File: config.mk
export PLATFORM = sky130hd
export DESIGN_NAME = isc_tile_inputs
export DESIGN_NICKNAME = d
export VERILOG_FILES = /design/src/rtl/isc_pkg.sv /design/src/rtl/isc_src_mux.sv /design/src/rtl/isc_sync.sv /design/src/rtl/isc_edge.sv /design/src/rtl/isc_lane.sv /design/src/rtl/isc_tile_inputs.sv
export SDC_FILE = /design/constraint.sdc
export NUM_CORES = 1
export LEC_CHECK = 0
export CAP_MARGIN = 20
export CORE_UTILIZATION = 46
export DETAILED_ROUTE_END_ITERATION = 8
export PLACE_DENSITY_LB_ADDON = 0.08
export SLEW_MARGIN = 10
export SYNTH_ARGS = -nofsm -noshare
export SYNTH_HDL_FRONTEND = slang
export SYNTH_SLANG_ARGS = --single-unit
File: constraint.sdc
create_clock -name clk -period 6.5 [get_ports clk]
set_input_delay 1.3 -clock clk [delete_from_list [all_inputs] [get_ports clk]]
set_output_delay 1.3 -clock clk [all_outputs]
set_load 0.1 [all_outputs]
File: src/rtl/isc_pkg.sv
package isc_pkg;

    typedef enum logic [2:0] {
        SRC_NONE   = 3'd0,
        SRC_SQUARE = 3'd1,
        SRC_LOW    = 3'd2,
        SRC_HIGH   = 3'd3,
        SRC_CUSTOM = 3'd4,
        SRC_TILE   = 3'd5
    } src_sel_e;

    typedef enum logic [1:0] {
        EDGE_OFF  = 2'd0,
        EDGE_RISE = 2'd1,
        EDGE_FALL = 2'd2,
        EDGE_BOTH = 2'd3
    } edge_mode_e;

    typedef struct packed {
        src_sel_e   sel;
        logic       sync_en;
        logic       pipe_en;
        edge_mode_e emode;
    } lane_cfg_t;

    typedef struct packed {
        logic square;
        logic custom;
        logic tile;
    } lane_src_t;

    function automatic logic pick_source(src_sel_e sel, lane_src_t s);
        case (sel)
            SRC_SQUARE: return s.square;
            SRC_HIGH:   return 1'b1;
            SRC_CUSTOM: return s.custom;
            SRC_TILE:   return s.tile;
            default:    return 1'b0;
        endcase
    endfunction

    function automatic logic edge_pulse(edge_mode_e m, logic cur, logic prev);
        case (m)
            EDGE_RISE: return cur & ~prev;
            EDGE_FALL: return ~cur & prev;
            EDGE_BOTH: return cur ^ prev;
            default:   return cur;
        endcase
    endfunction

endpackage

File: src/rtl/isc_src_mux.sv
module isc_src_mux
    import isc_pkg::*;
(
    input  src_sel_e  sel,
    input  lane_src_t srcs,
    output logic      chosen,
    output logic      is_sync_src
);
    always_comb begin
        chosen      = pick_source(sel, srcs);
        is_sync_src = (sel == SRC_TILE);
    end
endmodule

File: src/rtl/isc_sync.sv
module isc_sync #(
    parameter int STAGES = 2
) (
    input  logic clk,
    input  logic rst,
    input  logic d,
    output logic q
);
    localparam int LAST = STAGES - 1;

    logic [LAST:0] chain_q;

    generate
        if (STAGES == 1) begin : g_single
            always_ff @(posedge clk) begin
                if (rst) chain_q <= '0;
                else     chain_q <= d;
            end
        end else begin : g_multi
            always_ff @(posedge clk) begin
                if (rst) chain_q <= '0;
                else     chain_q <= {chain_q[LAST-1:0], d};
            end
        end
    endgenerate

    assign q = chain_q[LAST];
endmodule

File: src/rtl/isc_edge.sv
module isc_edge
    import isc_pkg::*;
(
    input  logic       clk,
    input  logic       rst,
    input  edge_mode_e mode,
    input  logic       level,
    output logic       y
);
    logic prev_q;

    always_ff @(posedge clk) begin
        if (rst) prev_q <= 1'b0;
        else     prev_q <= level;
    end

    always_comb y = edge_pulse(mode, level, prev_q);
endmodule

File: src/rtl/isc_lane.sv
module isc_lane
    import isc_pkg::*;
#(
    parameter int SYNC_STAGES = 2
) (
    input  logic      clk,
    input  logic      rst,
    input  lane_cfg_t cfg,
    input  lane_src_t srcs,
    output logic      y
);
    logic raw_bit;
    logic is_tile;
    logic synced_bit;
    logic after_sync;
    logic pipe_q;
    logic after_pipe;

    isc_src_mux u_mux (
        .sel         (cfg.sel),
        .srcs        (srcs),
        .chosen      (raw_bit),
        .is_sync_src (is_tile)
    );

    isc_sync #(.STAGES(SYNC_STAGES)) u_sync (
        .clk (clk),
        .rst (rst),
        .d   (raw_bit),
        .q   (synced_bit)
    );

    always_comb after_sync = (cfg.sync_en && !is_tile) ? synced_bit : raw_bit;

    always_ff @(posedge clk) begin
        if (rst) pipe_q <= 1'b0;
        else     pipe_q <= after_sync;
    end

    always_comb after_pipe = cfg.pipe_en ? pipe_q : after_sync;

    isc_edge u_edge (
        .clk   (clk),
        .rst   (rst),
        .mode  (cfg.emode),
        .level (after_pipe),
        .y     (y)
    );
endmodule

File: src/rtl/isc_tile_inputs.sv
module isc_tile_inputs
    import isc_pkg::*;
#(
    parameter int NUM_INPUTS  = 8,
    parameter int SYNC_STAGES = 2
) (
    input  logic                        clk,
    input  logic                        rst,
    input  logic [NUM_INPUTS-1:0][2:0]  src_sel,
    input  logic [NUM_INPUTS-1:0]       sync_en,
    input  logic [NUM_INPUTS-1:0]       pipe_en,
    input  logic [NUM_INPUTS-1:0][1:0]  edge_mode,
    input  logic [NUM_INPUTS-1:0]       square_in,
    input  logic [NUM_INPUTS-1:0]       custom_in,
    input  logic [NUM_INPUTS-1:0]       tile_in,
    output logic [NUM_INPUTS-1:0]       lane_out
);
    generate
        for (genvar i = 0; i < NUM_INPUTS; i++) begin : g_lane
            lane_cfg_t cfg;
            lane_src_t srcs;

            always_comb begin
                cfg.sel     = src_sel_e'(src_sel[i]);
                cfg.sync_en = sync_en[i];
                cfg.pipe_en = pipe_en[i];
                cfg.emode   = edge_mode_e'(edge_mode[i]);
                srcs.square = square_in[i];
                srcs.custom = custom_in[i];
                srcs.tile   = tile_in[i];
            end

            isc_lane #(.SYNC_STAGES(SYNC_STAGES)) u_lane (
                .clk  (clk),
                .rst  (rst),
                .cfg  (cfg),
                .srcs (srcs),
                .y    (lane_out[i])
            );
        end
    endgenerate
endmodule

Word-level counts from Yosys, hierarchy flattened

Index checks and enable logic that the tools add are counted.

Equality and inequality tests: 56
Muxes and demuxes: 32
Bitwise gates (word level): 40
Reduce and logical (&&, ||, !) cells: 16

Operators by type and width:

| cell                                          | number |
|---|---|
| == test 3 bit, second input constant          | 16 |
| == test 2 bit, second input constant          | 16 |
| case mux 1 bit (4 select lines)               | 8 |
| == test 3 x 1 -> 1 bit, second input constant | 8 |
| == test 3 x 2 -> 1 bit, second input constant | 8 |
| case mux 1 bit (3 select lines)               | 8 |
| AND 1 bit                                     | 16 |
| == test 2 x 1 -> 1 bit, second input constant | 8 |
| two-way mux 1 bit                             | 16 |
| NOT 1 bit                                     | 16 |
| logical AND 1 bit                             | 8 |
| zero test 1 bit                               | 8 |
| XOR 1 bit                                     | 8 |

Register bits: 32
Output and inout port bits: 8
Logic and storage cells: 168

Logic depth before layout (Yosys ltp)

Word-level depth: 8
Gate-level depth with buffers: 8
Depth with buffers taken out: 7

Cells and area by module

A second synthesis with hierarchy kept.

Cells, all modules: 192
Area total of the unflattened synthesis: 1,861.8 µm²

By module, submodules not included:

| module      | instances | cells an instance | area an instance (µm²) | sequential area each (µm²) |
|---|---|---|---|---|
| isc_edge    | 8         | 8                 | 82.6                   | 20.0 |
| isc_lane    | 8         | 6                 | 61.3                   | 20.0 |
| isc_sync    | 8         | 4                 | 52.6                   | 40.0 |
| isc_src_mux | 8         | 6                 | 36.3                   | 0.0 |

Worst setup path before layout

No wires, ideal clock.

Path type: in2out
Start point: input src_sel[16] (netlist name)
End point: output lane_out[5]
Arrival time: 2,942 ps
Data required time: 5,200 ps
Setup slack: 2,258 ps
Stages: 8
Buffers on the path: 1
Path through: nand3b_1 and2_4 o31ai_2 inv_2 ha_1 inv_1 mux4_2 buf_4

Cells in the longest elaborated chain, start to end: 8
Elaborated cells between the ends (all ways): 14
Classes of those cells: eq/ne (4); mux (4); bitwise (4); reduce/logical (2)

Ends and longest elaborated chain:

| item                                                                                    | RTL line              | RTL |
|---|---|---|
| start: declaration                                                                      | isc_tile_inputs.sv:9  | `input logic [NUM_INPUTS-1:0][2:0] src_sel,` |
| parallel branches: the longest is 3 deep, another holds case mux 1 bit (4 select lines) | -                     |  |
| two-way mux 1 bit *                                                                     | isc_lane.sv:33        | `always_comb after_sync = (cfg.sync_en && !is_tile) ? synced_bit : raw_bit;` |
| two-way mux 1 bit *                                                                     | isc_lane.sv:40        | `always_comb after_pipe = cfg.pipe_en ? pipe_q : after_sync;` |
| net g_lane[5].u_lane.after_pipe                                                         | isc_lane.sv:17        | `logic after_pipe;` |
| NOT 1 bit                                                                               | isc_pkg.sv:45         | `EDGE_FALL: return ~cur & prev;` |
| AND 1 bit                                                                               | isc_pkg.sv:45         |  |
| case mux 1 bit (3 select lines) *                                                       | isc_pkg.sv:43         | `case (m)` |
| end: declaration                                                                        | isc_tile_inputs.sv:16 | `output logic [NUM_INPUTS-1:0] lane_out` |

Mark *: on every way through the listed nets, which the timed path passes.

Final worst setup path

Start point: input src_sel[6] (netlist name)
End point: output lane_out[2]

Cells in the longest elaborated chain, start to end: 8
Elaborated cells between the ends (all ways): 14
Classes of those cells: eq/ne (4); mux (4); bitwise (4); reduce/logical (2)

Ends and longest elaborated chain:

| item                                                                                    | RTL line |
|---|---|
| parallel branches: the longest is 3 deep, another holds case mux 1 bit (4 select lines) | - |
| two-way mux 1 bit *                                                                     | isc_lane.sv:33 |
| two-way mux 1 bit *                                                                     | isc_lane.sv:40 |
| net g_lane[2].u_lane.after_pipe                                                         | isc_lane.sv:17 |
| NOT 1 bit                                                                               | isc_pkg.sv:45 |
| AND 1 bit                                                                               | isc_pkg.sv:45 |
| case mux 1 bit (3 select lines) *                                                       | isc_pkg.sv:43 |

Marks and branches as above.

==> run summary <==
Outcome
* complete, no violations — status

Synth
* 0 — number of enable-type register cells in the synthesized netlist
* 316 — synthesized netlist net count
* 23 — Yosys cell types
* 15.8% — multiplexer fraction of the synthesized cell area
* 0% — XOR/XNOR Fraction of Synth Area
* 32 — flip-flop and latch count after synthesis
* 15.2% — area fraction in compound gates after synthesis
* 29.8% — register area share after synthesis
* 0% — async set-reset flop share out of synthesis
* 218 — post-synthesis instance total
* 0 — number of warning messages in the yosys log
* sky130_fd_sc_hd__dfxtp_1 — most frequently used flop master after synthesis
* simple AND/OR/NAND/NOR gates — combinational family with the most area after synthesis
* 2150 um2 — Syn Std Cell Area
* 9.86 um2 — synthesized area divided by synthesized cell count
* 9.31% — adder-cell share of the synthesized area
* 20.8% — simple-gate share of the synthesized area

Critical path
* 5.20 ns — Required @ worst endpoint
* output port — Crit. End Element
* 4 — Worst R2R Path Depth
* sky130_fd_sc_hd__clkdlybuf4s50_1 — Slowest cell on crit path
* sky130_fd_sc_hd__clkdlybuf4s50_1 — dominant cell type by count on the critical path
* src_sel[6] — launch point of the worst path
* in2out — Setup Crit Path Kind
* g_lane[6].u_lane.u_sync.chain_q[1] — worst reg2reg startpoint
* primary input — type of origin of the critical path
* 0.97 ns — worst stage delay on the critical path
* clkdlybuf4s50_1 -> mux2i_1 -> o32ai_2 -> o311ai_4 -> inv_2 -> ha_1 -> inv_1 -> mux4_2 -> clkdlybuf4s50_1 — CP cell instances
* 4.31 ns — CP Data Arrival Time
* 3 — crit path max fanout

Floorplanning
* 24 — number of placement rows
* 48.7% — initial cell density of the core
* 70.4 um — chip height
* 90 — I/O pin count
* 4410 um2 — placeable core region
* 4950 um2 — die outline area
* 70.4 um — die boundary width

Detailed routing
* 31 — iteration-0 DRC count of the detailed router
* 1753 — total vias in the final route
* 10.6 um — average detailed-routed wire length per instance
* 3 — DR pass1 iterations
* 0 — number of remaining DRC errors
* 0 — residual antenna-violating net count after detailed routing
* 4.91 — per-cell via count in the routed design
* 3.78 mm — Detailed Route WL

Clocking
* 2 — number of H-tree levels
* done — clock tree from TritonCTS
* 32 — number of clock sinks seen by CTS
* 0 — CTS hold repair buffers
* 2 — maximum number of buffers from clock root to sink
* 5 — number of CTS-inserted buffers
* 0 — PostCTS Resize Cnt
* 0.07 ns — clock transition at the registers of the reported paths
* sky130_fd_sc_hd__clkbuf_8 — Clk Tree Root Cell
* 0 — buffers inserted by post-CTS timing repair
* 0.28 ns — clock latency reported for the late side of the worst-skew pair

Global route
* 0 — remaining global-route overflow
* 27.7% — met2 demand-to-capacity share in global routing
* 1661 — via count of the first global-routing pass
* 21.1% — global routing met1 resource utilization
* 17.0% — aggregate global-route resource usage
* 0 — antenna violations before repair
* 6.78 mm — first-pass GRT wire length
* 33 — largest net degree at the start of global routing
* met2 — layer with the highest usage after global routing
* 4.76% — met3 capacity usage during global routing

Pwr
* 194 nW/um2 — total power per unit cell area
* 134 uV — peak supply drop
* 1.33 nW — static leakage power

STA
* 34.9% — headroom to the max-slew limit
* 178 MHz — highest achievable clock rate
* 86.2% — Final period util
* 0.973 ns — slew at the pin closest to its max-slew limit
* 0 ns — post-route setup TNS
* no — unrepaired setup endpoints after global routing
* 5.61 ns — min Tclk post-route
* 0.00707 ns — Worst Skew
* 0 — setup violators final
* 0.894 ns — post-route setup slack
* 0 — fin. max-slew vios
* 0 — number of hold-slack violations in the final timing report

Placement
* 3.13 mm — hpwl dp
* 0.687 — final weighted congestion in routability-driven placement
* 348 — cell count after placement
* 0.880 ns — pre-CTS worst setup slack
* 89 — Buffers on Ports
* 3030 um2 — post-place instance area

Final layout
* 402 — # nets final
* 86 x sky130_fd_sc_hd__clkdlybuf4s50_1, 32 x sky130_fd_sc_hd__dfxtp_1, 31 x sky130_fd_sc_hd__nor2_1, 25 x sky130_fd_sc_hd__inv_1 — top library cells by usage in the layout, fill and taps aside
* 14.1% — share of final-layout standard cells stronger than drive strength 1
* sky130_fd_sc_hd__clkdlybuf4s50_1 — most common cell after layout, fill and taps aside
* 47.3% — synthesis-to-finish area growth
* 357 — final std cells w/o fill
* 3170 um2 — post-layout instance area
* 0 — diode insertion count for antenna repair

Worst hold path
* reg2reg — class of the worst hold path
* g_lane[3].u_lane.u_sync.chain_q[0] — hold_sp
* 1 — number of stages on the worst hold path

Run
* 0 — number of max-capacitance violations reported

[cell usage after synthesis (2+ instances only)]
library cell | instances | share of area, %
sky130_fd_sc_hd__buf_4 | 8 | 2.8
sky130_fd_sc_hd__dfxtp_1 | 32 | 30
sky130_fd_sc_hd__o32ai_2 | 6 | 4.5
sky130_fd_sc_hd__mux2i_1 | 16 | 7.5
sky130_fd_sc_hd__inv_1 | 25 | 4.4
sky130_fd_sc_hd__nand3b_1 | 8 | 2.8
sky130_fd_sc_hd__mux4_2 | 8 | 8.4
sky130_fd_sc_hd__ha_1 | 16 | 9.3
sky130_fd_sc_hd__nor2_1 | 31 | 5.4
sky130_fd_sc_hd__nor2b_1 | 16 | 4.7
sky130_fd_sc_hd__inv_2 | 8 | 1.4
sky130_fd_sc_hd__a32oi_1 | 2 | 0.82
sky130_fd_sc_hd__o311ai_4 | 6 | 7.3
sky130_fd_sc_hd__nand3_1 | 6 | 1.4
sky130_fd_sc_hd__nand2b_1 | 14 | 4.1
sky130_fd_sc_hd__clkbuf_1 | 3 | 0.52
sky130_fd_sc_hd__and2_1 | 7 | 2.0
[where the power goes]
group          internal (mW)  switching, mW
Clock                  0.113         0.0727
Combinational          0.102          0.115
Sequential             0.207        0.00371
Total                  0.422          0.192
[registers in the layout, summed over array words and instances (netlist names)]
name and flops:
g_lane.u_lane.pipe_q 8, g_lane.u_lane.u_sync.chain_q 16, g_lane.u_lane.u_edge.prev_q 8
[area by class of cell]
| cell class | instances | area, um2 |
|---|---|---|
| Clock buffer | 5 | 68.8 |
| Clock inverter | 3 | 42.5 |
| Fill cell | 361 | 1250 |
| Inverter | 33 | 124 |
| Multi-Input combinational cell | 142 | 1310 |
| Sequential cell | 32 | 641 |
| Tap cell | 52 | 65.1 |
| Timing Repair Buffer | 90 | 911 |
[metal layers]
layer	part of all wire [%]	vias to the layer above
met5	0	-
met4	1.6	0
met3	7.2	7
met2	46	59
met1	45	785
li1	-	902
[worst max-delay path: cells and delay by family]
family / cells / cell delay (ns)
buffers and inverters: 4 / 1.60
muxes: 2 / 0.67
AOI/OAI and AO/OA: 2 / 0.45
adders and majority gates: 1 / 0.28
[logic make-up (layout without fill, tap and decap cells)]
family | after synthesis | after routing
AND/OR/NAND/NOR | 83 | 83
adder cells (fa/ha/maj) | 16 | 16
buffers and inverters | 44 | 131
flip-flops | 32 | 32
AO/OA/AOI/OAI | 19 | 19
multiplexers | 24 | 24
[worst paths after layout]
path	to	slack, ns
min reg2reg	g_lane[3].u_lane.u_sync.chain_q[1]	0.43
max reg2reg	g_lane[6].u_lane.u_edge.prev_q	5.54
min	g_lane[3].u_lane.u_sync.chain_q[1]	0.43
max	lane_out[2]	0.89
[stage by stage]
step | hold WS, ns | utilization [%] | power [mW]
after CTS | 0.441 | 71.1 | 0.620
after global placement | 0.418 | 68.6 | 0.427
after detailed placement | 0.425 | 68.6 | 0.432
after global routing | 0.446 | 71.7 | 0.646
final | 0.433 | 71.7 | 0.614
after floorplan | 0.414 | - | 0.361
(Power assumes the default switching activity.)
